===== config.mk =====
export PLATFORM = sky130hd
export DESIGN_NAME = pm_event_ctrl
export DESIGN_NICKNAME = d
export VERILOG_FILES = /design/src/rtl/pm_evt_pkg.sv /design/src/rtl/pm_ovf_timer.sv /design/src/rtl/pm_status_bank.sv /design/src/rtl/pm_enable_bank.sv /design/src/rtl/pm_event_route.sv /design/src/rtl/pm_event_ctrl.sv
export SDC_FILE = /design/constraint.sdc
export NUM_CORES = 1
export LEC_CHECK = 0
export BUFFER_PORTS_ARGS = -buffer_cell sky130_fd_sc_hd__buf_2
export CORE_ASPECT_RATIO = 1.25
export CORE_MARGIN = 2
export CORE_UTILIZATION = 51
export DETAILED_ROUTE_END_ITERATION = 7
export PLACE_DENSITY = 0.8
export SLEW_MARGIN = 20
export SYNTH_ARGS = -nofsm -noshare
export SYNTH_HDL_FRONTEND = slang
export SYNTH_SLANG_ARGS = --single-unit

===== constraint.sdc =====
create_clock -name clk -period 1.9 [get_ports clk]
set_input_delay 0.57 -clock clk [delete_from_list [all_inputs] [get_ports clk]]
set_output_delay 0.57 -clock clk [all_outputs]
set_load 0.005 [all_outputs]

===== src/rtl/pm_evt_pkg.sv =====
package pm_evt_pkg;
  localparam int unsigned REG_W = 16;
  localparam int unsigned NSRC  = 4;

  // source indices inside the compact per-source vectors
  localparam int unsigned SRC_TMR = 0;
  localparam int unsigned SRC_GBL = 1;
  localparam int unsigned SRC_PWR = 2;
  localparam int unsigned SRC_RTC = 3;

  // bit position of each source in the software-visible words
  localparam int unsigned SRC_POS [NSRC] = '{0, 5, 8, 10};

  localparam logic [REG_W-1:0] BIT_MASK = 16'h0521;

  localparam logic [1:0] ADDR_STS = 2'b00;
  localparam logic [1:0] ADDR_EN  = 2'b10;

  typedef logic [NSRC-1:0]  src_vec_t;
  typedef logic [REG_W-1:0] word_t;
endpackage


===== src/rtl/pm_ovf_timer.sv =====
module pm_ovf_timer #(
  parameter int unsigned TMR_W   = 24,
  parameter int unsigned TMR_TAP = 22
) (
  input  logic clk,
  input  logic rst_n,
  output logic tick
);
  localparam logic [TMR_W-1:0] STEP = 1;

  logic [TMR_W-1:0] cnt_q;
  logic             tap_q;

  always_ff @(posedge clk or negedge rst_n) begin
    if (!rst_n) begin
      cnt_q <= '0;
      tap_q <= 1'b0;
    end else begin
      cnt_q <= cnt_q + STEP;
      tap_q <= cnt_q[TMR_TAP];
    end
  end

  // high for the one cycle in which the tap bit has just gone high
  assign tick = cnt_q[TMR_TAP] & ~tap_q;
endmodule


===== src/rtl/pm_status_bank.sv =====
module pm_status_bank
  import pm_evt_pkg::*;
(
  input  logic     clk,
  input  logic     rst_n,
  input  src_vec_t set_v,
  input  src_vec_t clr_v,
  output src_vec_t sts
);
  for (genvar i = 0; i < NSRC; i++) begin : g_bit
    logic q;
    always_ff @(posedge clk or negedge rst_n) begin
      if (!rst_n)        q <= 1'b0;
      else if (set_v[i]) q <= 1'b1;   // a set beats a clear in the same cycle
      else if (clr_v[i]) q <= 1'b0;
    end
    assign sts[i] = q;
  end
endmodule


===== src/rtl/pm_enable_bank.sv =====
module pm_enable_bank
  import pm_evt_pkg::*;
(
  input  logic     clk,
  input  logic     rst_n,
  input  logic     rtc_rst_n,
  input  logic     we,
  input  src_vec_t wbits,
  output src_vec_t en
);
  for (genvar i = 0; i < NSRC; i++) begin : g_bit
    logic q;
    if (i == SRC_RTC) begin : g_rtc_dom
      always_ff @(posedge clk or negedge rtc_rst_n) begin
        if (!rtc_rst_n) q <= 1'b0;
        else if (we)    q <= wbits[i];
      end
    end else begin : g_core_dom
      always_ff @(posedge clk or negedge rst_n) begin
        if (!rst_n)  q <= 1'b0;
        else if (we) q <= wbits[i];
      end
    end
    assign en[i] = q;
  end
endmodule


===== src/rtl/pm_event_route.sv =====
module pm_event_route
  import pm_evt_pkg::*;
(
  input  src_vec_t sts,
  input  src_vec_t en,
  input  logic     sci_mode,
  output logic     sci,
  output logic     smi,
  output logic     wake
);
  src_vec_t hit;
  logic     steerable;

  assign hit       = sts & en;
  assign steerable = hit[SRC_TMR] | hit[SRC_PWR] | hit[SRC_RTC];

  assign sci  = hit[SRC_GBL] | (sci_mode & steerable);
  assign smi  = ~sci_mode & steerable;
  assign wake = sts[SRC_PWR] | hit[SRC_RTC];
endmodule


===== src/rtl/pm_event_ctrl.sv =====
module pm_event_ctrl
  import pm_evt_pkg::*;
#(
  parameter int unsigned TMR_W   = 24,
  parameter int unsigned TMR_TAP = 22
) (
  input  logic        clk,
  input  logic        rst_n,
  input  logic        rtc_rst_n,
  input  logic        sci_mode,
  input  logic        fw_release,
  input  logic        rtc_event,
  input  logic        pwrbtn_event,
  input  logic [1:0]  reg_addr,
  input  logic        reg_wr,
  input  logic        reg_rd,
  input  logic [15:0] reg_wdata,
  output logic [15:0] reg_rdata,
  output logic        sci_irq,
  output logic        smi_irq,
  output logic        wake
);
  logic     tmr_tick;
  src_vec_t set_v, clr_v, wsel, sts_v, en_v;
  word_t    sts_word, en_word;
  logic     rsvd_unused;

  assign rsvd_unused = ^(reg_wdata & ~BIT_MASK);

  pm_ovf_timer #(.TMR_W(TMR_W), .TMR_TAP(TMR_TAP)) u_tmr (
    .clk(clk), .rst_n(rst_n), .tick(tmr_tick)
  );

  always_comb begin
    sts_word = '0;
    en_word  = '0;
    for (int i = 0; i < NSRC; i++) begin
      wsel[i]              = reg_wdata[SRC_POS[i]];
      sts_word[SRC_POS[i]] = sts_v[i];
      en_word[SRC_POS[i]]  = en_v[i];
    end
  end

  always_comb begin
    set_v          = '0;
    set_v[SRC_TMR] = tmr_tick;
    set_v[SRC_GBL] = fw_release;
    set_v[SRC_PWR] = pwrbtn_event;
    set_v[SRC_RTC] = rtc_event;
    clr_v          = (reg_wr && reg_addr == ADDR_STS) ? wsel : '0;
  end

  pm_status_bank u_sts (
    .clk(clk), .rst_n(rst_n), .set_v(set_v), .clr_v(clr_v), .sts(sts_v)
  );

  pm_enable_bank u_en (
    .clk(clk), .rst_n(rst_n), .rtc_rst_n(rtc_rst_n),
    .we(reg_wr && reg_addr == ADDR_EN), .wbits(wsel), .en(en_v)
  );

  pm_event_route u_route (
    .sts(sts_v), .en(en_v), .sci_mode(sci_mode),
    .sci(sci_irq), .smi(smi_irq), .wake(wake)
  );

  always_ff @(posedge clk or negedge rst_n) begin
    if (!rst_n) reg_rdata <= '0;
    else if (reg_rd) begin
      case (reg_addr)
        ADDR_STS: reg_rdata <= sts_word;
        ADDR_EN:  reg_rdata <= en_word;
        default:  reg_rdata <= '0;
      endcase
    end
  end
endmodule


# --- Word-level counts from Yosys, hierarchy flattened ---
# Index checks and enable logic that the tools add are counted.
classes:
  add_sub_neg: 1
  eq_ne: 1
  mux: 10
  n_bitwise: 10
  n_reduce_logical: 7
op_table:
  columns: ["operator", "count"]
  rows:
  - ["adder 24 x 1 -> 24 bit, second input constant", 1]
  - ["one-hot mux 11 bit (2 select lines)", 1]
  - ["2-to-1 mux 1 bit", 8]
  - ["nonzero test 2 bit", 4]
  - ["AND 4 bit", 1]
  - ["2-to-1 mux 4 bit", 1]
  - ["bitwise OR 1 bit", 4]
  - ["AND 1 bit", 3]
  - ["equality test 2 bit, second input constant", 1]
  - ["logical AND 1 bit", 2]
  - ["logical NOT 2 bit", 1]
  - ["NOT 1 bit", 2]
word_totals:
  register_bits: 49
  input_bits: 27
  out_inout_bits: 19

# --- Logic depth before layout (Yosys ltp) ---
# Gate-level depths: netlist (run 1).
logic_depth:
  word_depth: 5
  depth_mapped: 5

# --- Modules after synthesis ---
# Synthesis (run 1) repeated with hierarchy kept, for this count alone.
unflattened:
  hier_cells: 156
  area_unflattened_um2: 1741.7
modules_own_cells:
  columns: ["mod", "n_inst", "cells_each", "area_per_inst_um2", "seq_area_each_um2"]
  rows:
  - ["pm_ovf_timer", 1, 84, 1013.5, 600.6]
  - ["pm_event_ctrl", 1, 38, 342.8, 100.1]
  - ["pm_enable_bank", 1, 12, 175.2, 100.1]
  - ["pm_status_bank", 1, 16, 175.2, 100.1]
  - ["pm_event_route", 1, 6, 35.0, 0.0]

# --- Worst setup path after synthesis (run 1) ---
# OpenSTA, ideal clock, no wires.
synth_timing:
  path_kind: "register to register"
  from: "register u_tmr.cnt_q[0]"
  to: "register u_tmr.cnt_q[18]"
  setup_time_ps: 123
  t_arrival_ps: 1438
  path_slack_ps: 340
  path_stages_with_launch: 6
  n_path_buf: 0
  path_cell_list: "dfrtp_1 > ha_1 > nand4_2 > nor4_4 > nand4_1 > xnor2_1"
synth_between:
  elab_chain_cells: 1
synth_rtl:
  columns: ["element", "line_no", "text"]
  rows:
  - ["from (decl)", "pm_ovf_timer.sv:11", "logic [TMR_W-1:0] cnt_q;"]
  - ["from (signal assigned)", "pm_ovf_timer.sv:19", "cnt_q <= cnt_q + STEP;"]
  - ["adder 24 x 1 -> 24 bit", "pm_ovf_timer.sv:19", null]
# No other way between the ends.
# A chain may end at the register's enable or synchronous reset.

# --- Worst setup path after layout (run 1) ---
layout_timing:
  from: "register u_sts.g_bit[2].q"
  to: "output sci_irq"
layout_between:
  elab_chain_cells: 5
layout_rtl:
  columns: ["element", "line_no", "text"]
  rows:
  - ["from (decl)", "pm_status_bank.sv:11", "logic q;"]
  - ["from (signal assigned)", "pm_status_bank.sv:13", "if (!rst_n) q <= 1'b0;"]
  - ["from (signal assigned)", "pm_status_bank.sv:14", "else if (set_v[i]) q <= 1'b1;"]
  - ["from (signal assigned)", "pm_status_bank.sv:15", "else if (clr_v[i]) q <= 1'b0;"]
  - ["AND 4 bit", "pm_event_route.sv:14", "assign hit = sts & en;"]
  - ["bitwise OR 1 bit (2 in a row)", "pm_event_route.sv:15", "assign steerable = hit[SRC_TMR] | hit[SRC_PWR] | hit[SRC_RTC];"]
  - ["AND 1 bit", "pm_event_route.sv:17", "assign sci = hit[SRC_GBL] | (sci_mode & steerable);"]
  - ["bitwise OR 1 bit", "pm_event_route.sv:17", null]
  - ["to (decl)", "pm_event_ctrl.sv:19", "output logic sci_irq,"]
# No other way between the ends.

==> key figures, run 1 <==
Worst setup path
  • Crit-path cells: a222oi_1, buf_4, o21ai_2, buf_2
  • Critical path type: flop to output port
  • Crit path launch type: flop
  • Max stage delay on crit path: 390 ps
  • Critical path arrival: 1380 ps
  • CP Capture Type: output port
  • CP Data Required Time: 1330 ps
  • Crit-path max FO: 2
  • Slowest-stage cell, CP: dfrtp_1

Clock tree
  • Clock transition at the registers of the reported paths: 70 ps
  • Clock sink total: 36
  • CTS tree: done
  • Deepest clock path buffer count: 2
  • Hold_buf cts: 0
  • Cts bufs inserted: 5
  • H-tree depth: 2
  • Clk_lat worst skew: 290 ps
  • Clk root buf: clkbuf_8

Global routing
  • Initial antenna violation count: 0
  • GRT met3 Usage: 0.0567
  • Largest net degree at the start of global routing: 36
  • Vias in the first global route: 1,155
  • GRT met2 Usage: 0.308
  • Gr usage total: 0.180
  • GRT busiest layer: met2
  • Global-route wire length before repair: 5120 um
  • GRT met1 Usage: 0.205
  • Gr ovfl total: 0

Run status
  • Status: finished with violations
  • Failing checks: negative setup slack

Yosys
  • Compound-Gate Fraction of Synth Area: 0.0449
  • Largest family of logic cells by synthesized area: simple AND/OR/NAND/NOR gates
  • Top cells by area, synth: dfrtp_1 54%, xnor2_1 7.9%, buf_4 5.4%
  • Most area-hungry cell type in the Yosys netlist: dfrtp_1
  • Post-Synthesis Cell Area: 0.00167 sq mm
  • Sequential share of the synthesized area: 0.539
  • Synth top area share: 0.539
  • Gate Count Post-Synth: 146
  • Share of synthesized cell area in and, or, nand and nor gates: 0.171
  • YS warnings: 0
  • Xor/xnor cell area share of the yosys netlist: 0.110
  • Post-synthesis mux area share: 0.0509
  • Adder-cell area share of the yosys netlist: 0.00749
  • #FFs+latches synth: 36
  • Post-Syn Area per Cell: 11.4 sq um
  • Distinct cells, synth: 28

Die
  • Die X: 55.2 um
  • Core box area: 0.00317 sq mm
  • Die ar.: 0.00375 sq mm
  • Initial Util: 0.528
  • Die extent in y: 68.0 um
  • I/O pins: 46
  • FP Rows: 23

Detailed routing
  • Via density: 5.13
  • ANT nets after route: 0
  • Vias: 1,114
  • Drt wl/cell: 13.6 um
  • # DRC: 0
  • Number of DRC markers in iteration 0: 62
  • Routed WL: 2940 um
  • Drt first pass iters: 4

Cells and area
  • Final Non-Filler Cells: 217
  • # diodes: 0
  • Final core utilization: 0.607
  • Share of cells above drive strength 1: 0.250
  • Synth-to-Final Area Change: 14.9%
  • Post-route design area: 0.00192 sq mm
  • Net count, final: 207

Place
  • Detailed placement HPWL: 2150 um
  • Routability cong.: 0.926
  • DP Area: 0.00179 sq mm
  • Dpl cells: 204
  • PortBufs: 21

STA
  • Final setup fails: 2
  • Final min period: 1950 ps
  • Period utilization: 1.03
  • Hold WS: 46.8 ps
  • Max Clock Freq: 512 MHz
  • Fin. Hold Viols: 0
  • Count of final max-slew check failures: 0
  • Clock Skew: 9.40 ps
  • Setup TNS: -97.4 ps
  • PnR worst setup slack: -52.5 ps
  • RSZ-0062 raised after global routing: true

Worst hold path
  • HP Class: primary input to asynchronous set/reset pin

Power
  • Static Leak: 0.000967 uW
  • Peak supply drop: 737 uV
  • PwrDens: 787 mW/mm^2

Job
  • Maxcap violations: 0
## layer usage
layer / part of all wire / wire length [um]
met1: 0.40 / 1180
met2: 0.53 / 1550
met3: 0.060 / 176
met4: 0.014 / 40
met5: 0 / 0
## final timing paths
kind | from | endpoint | slack, ps | cells after the start
worst max-delay path | u_sts.g_bit[2].q | sci_irq | -50 | 4
worst min-delay path | rtc_rst_n | u_en.g_bit[3].q | 50 | 1
worst max register to register | u_tmr.cnt_q[1] | u_tmr.cnt_q[22] | 180 | 5
worst min register to register | u_tmr.cnt_q[22] | u_tmr.tap_q | 430 | 0
max in group asynchronous | rst_n | u_tmr.cnt_q[9] | 1280 | 2
min in group clk | u_tmr.cnt_q[22] | u_tmr.tap_q | 430 | 0
## area by class of cell
| class | count | area (sq um) |
|---|---|---|
| inverters | 8 | 30.0 |
| fillers | 267 | 1240 |
| clock inverters | 1 | 7.51 |
| repair buffers | 28 | 158 |
| clock buffers | 7 | 86.3 |
| well taps | 37 | 46.3 |
| multi-input cells | 100 | 692 |
| flip-flops and latches | 36 | 901 |
## cells in the mapped netlist (all sizes together)
library cell and number:
mux2i 4, inv 8, and2 1, buf 12, xnor2 15, nor3 2
a222oi 1, nor2 5, conb 1, o21ai 2, nand2b 1, mux2 4
nand4 6, ha 1, nand2 14, nand3b 1, nand3 10, clkbuf 1
and3 4, dfrtp 36, o22ai 4, a21o 4, nor4 2, xor2 6
nor3b 1
## state kept, by name (all words and copies together) (netlist names)
register	flops
reg_rdata	4
u_en.g_bit.q	4
u_sts.g_bit.q	4
u_tmr.cnt_q	23
u_tmr.tap_q	1
## layout by cell type (no fill, tap or decap), drive strengths merged, types with 5 or more instances in the layout
cell,Yosys,layout
dfrtp,36,36
buf,12,28
xnor2,15,15
nand2,14,14
conb,1,12
nand3,10,10
inv,8,8
clkbuf,1,7
xor2,6,6
nand4,6,6
nor2,5,5
## stage by stage
stage	worst slack, ps	total power, uW
after detailed placement	160	951
after global placement	198	945
final	-52.5	1510
after floorplan	340	905
after CTS	-21.8	1520
after global routing	-123	1600
## kinds of logic (layout without fill, tap and decap cells)
| group | Yosys count | after routing |
|---|---|---|
| fa+ha+maj | 1 | 1 |
| compound gates | 11 | 11 |
| other cells | 1 | 12 |
| buf+inv | 21 | 44 |
| mux | 8 | 8 |
| simple gates | 47 | 47 |
| xor+xnor | 21 | 21 |
| flops | 36 | 36 |
## power by group
part	internal (uW)	leakage, uW	switching [uW]
logic	71.9	0.000461	68.9
clock network	294	0.0000445	261
registers	796	0.000461	20.9
total	1160	0.000967	350
## repair_timing
action,4_1_cts,5_1_grt
resized for setup,1,1
setup buffers,3,2
endpoints found under the hold margin,0,0
pin swaps,2,2
setup endpoints to repair,2,2
## worst max-delay path, delay by kind of cell (launching register included)
| kind | cells | cell delay, ps |
|---|---|---|
| buffers and inverters | 2 | 300 |
| AOI/OAI and AO/OA | 2 | 410 |
| DFF | 1 | 390 |
No activity file was read; power rests on OpenSTA's default activity.
==> run 2: changes to the inputs <==
ABC_AREA = 1   (was default)
CORE_UTILIZATION = 52   (was 51)
==> run 2 against run 1 <==
  * The flow now finishes without violations
  * Critical path depth rose by 1
  * Worst setup slack improved by 290 ps
  * Sequential power is 0.9% lower
  * Count of clock-buffer cells in the layout decreased by 1
  * Die area rose by 5.7%
  * Maximum frequency rose by 17%
==> key figures, run 2 <==
Run status
  • Status: finished clean

Clock tree
  • Deepest clock path buffer count: 2
  • Post CTS Setup Buffer Count: 0
  • H-tree depth: 2
  • Clk root buf: clkbuf_8
  • Clk_lat worst skew: 280 ps
  • Clock transition at the registers of the reported paths: 70 ps
  • CTS resizes: 0
  • Hold_buf cts: 0
  • CTS tree: done
  • Cts bufs inserted: 5
  • Clock sink total: 36

Yosys
  • Adder-cell area share of the yosys netlist: 0.00692
  • Post-Syn Area per Cell: 8.22 sq um
  • Post-synth top cells: 72 x nand2_1, 36 x dfrtp_1, 26 x nor2_1, 23 x inv_1, 12 x buf_4
  • Top_reg_cell synth: dfrtp_1
  • Async S/R FF share, synth: 1.00
  • Most common cell in the netlist: nand2_1
  • Xor/xnor cell area share of the yosys netlist: 0.0678
  • Post-Synthesis Cell Area: 0.00181 sq mm
  • Synth top area share: 0.498
  • Largest family of logic cells by synthesized area: simple AND/OR/NAND/NOR gates
  • Compound-Gate Fraction of Synth Area: 0.0457
  • Post-synth EDFFs: 0
  • Most area-hungry cell type in the Yosys netlist: dfrtp_1
  • #FFs+latches synth: 36
  • Sequential share of the synthesized area: 0.498
  • Share of synthesized cell area in and, or, nand and nor gates: 0.280
  • Distinct cells, synth: 19
  • Top cells by area, synth: dfrtp_1 50%, nand2_1 15%, nor2_1 5.4%
  • YS warnings: 0
  • Gate Count Post-Synth: 220
  • Post-synthesis mux area share: 0

Worst setup path
  • Reg2reg start: u_tmr.cnt_q[1]
  • Crit-path cells: nand2_1, nand3_1, nand2_1, nand2_1, buf_2
  • Buf/Inv on CP: 1
  • Critical path type: flop to output port
  • FF-to-FF End: u_tmr.cnt_q[22]
  • Crit path launch type: flop
  • Critical path arrival: 1100 ps
  • Worst path top cell family by delay: flip-flops
  • CP Data Required Time: 1330 ps
  • CP Capture Type: output port
  • Slowest-stage cell, CP: dfrtp_1
  • Cell mode on critical path: nand2_1
  • Reg2Reg Setup Slack: 520 ps
  • Crit-path max FO: 3
  • R2R depth: 8
  • Max stage delay on crit path: 390 ps

STA
  • Max Clock Freq: 600 MHz
  • Period utilization: 0.877
  • Clock Skew: 4.49 ps
  • Fin. Hold Viols: 0
  • RSZ-0062 raised after global routing: false
  • Final setup fails: 0
  • Count of final max-slew check failures: 0
  • Final min period: 1670 ps
  • Setup TNS: 0 ps

Job
  • Maxcap violations: 0

Detailed routing
  • Routed WL: 3180 um
  • Via density: 4.77
  • Drt wl/cell: 11.1 um
  • ANT nets after route: 0
  • # DRC: 0
  • Vias: 1,364
  • Drt first pass iters: 4
  • Number of DRC markers in iteration 0: 81

Global routing
  • Initial antenna violation count: 0
  • Gr ovfl total: 0
  • Vias in the first global route: 1,297
  • Gr usage total: 0.182
  • Global-route wire length before repair: 5580 um
  • Largest net degree at the start of global routing: 21

Die
  • I/O pins: 46
  • FP Rows: 23
  • Initial Util: 0.551
  • Die X: 56.7 um
  • Die extent in y: 69.9 um
  • Die ar.: 0.00397 sq mm
  • Core box area: 0.00328 sq mm

Power
  • PwrDens: 729 mW/mm^2
  • Pint: 1130 uW
  • Peak supply drop: 516 uV
  • Static Leak: 0.00103 uW
  • Clock power share: 0.372
  • Register share of total power: 0.548
  • Switching Share: 0.234
  • NetSw: 346 uW
  • Combinational share of power: 0.079

Cells and area
  • Synth-to-Final Area Change: 12.1%
  • Most frequent cells in the layout: 72 x nand2_1, 36 x dfrtp_1, 26 x nor2_1
  • Share of cells above drive strength 1: 0.157
  • # diodes: 0
  • Largest reg by FF count: u_tmr.cnt_q
  • Net count, final: 276
  • Max FFs per register: 23
  • Most common cell after layout, fill and taps aside: nand2_1
  • Final Non-Filler Cells: 286

Place
  • Dpl cells: 278
  • PortBufs: 21
  • Routability cong.: 0.813
  • Detailed placement HPWL: 2490 um

Worst hold path
  • HP Class: primary input to asynchronous set/reset pin
==> run 2: metrics by stage <==
stage | setup slack, ps | hold WS [ps] | instance area, sq um | util | total power [uW]
CTS | 224 | 42.7 | 2030 | 0.618 | 1490
global placement | 433 | 349 | 1930 | 0.590 | 940
floorplan | 635 | 274 | 1850 | - | 895
detailed placement | 438 | 348 | 1930 | 0.590 | 943
finish | 234 | 46.6 | 2030 | 0.618 | 1480
global route | 152 | 31.4 | 2030 | 0.618 | 1550
==> run 2: worst max-delay path by stage <==
| stage | start | to | slack (ps) | cells past startpoint |
|---|---|---|---|---|
| 2_1_floorplan | sci_mode | smi_irq | 630 | 3 |
| 3_3_place_gp | sci_mode | smi_irq | 430 | 5 |
| 3_5_place_dp | sci_mode | sci_irq | 440 | 4 |
| 4_1_cts | u_sts.g_bit[3].q | sci_irq | 220 | 5 |
| 5_1_grt | u_sts.g_bit[3].q | sci_irq | 150 | 5 |
| 6_report | u_sts.g_bit[3].q | sci_irq | 230 | 5 |
==> run 2: final cells by class <==
type	count	area, sq um
inverter	23	86.3
sequential	36	901
fill	286	1250
clock buffer	6	82.6
tap	37	46.3
timing repair buffer	23	133
clock inverter	2	10.0
multi-input combinational	159	768
==> run 2: cells by family (layout without fill, tap and decap cells) <==
| kind of cell | after synthesis | after routing |
|---|---|---|
| and+or+nand+nor | 117 | 117 |
| adders and majority gates | 1 | 1 |
| xor gates and xnor gates | 14 | 14 |
| DFF | 36 | 36 |
| AOI/OAI and AO/OA | 15 | 15 |
| buffers and inverters | 36 | 54 |
| other | 1 | 12 |
==> run 2: power by group through the flow <==
stage,clock network [uW],registers [uW],logic (uW)
global route,603,812,135
finish,550,810,117
detailed placement,0,824,119
global placement,0,823,117
CTS,561,809,119
floorplan,0,823,72.4
==> run 2: layer usage <==
metal	up-vias	track usage	wire, um
li1	708	-	-
met1	620	0.203	1320
met2	34	0.315	1660
met3	2	0.0593	177
met4	0	0.0775	25
met5	-	0	0
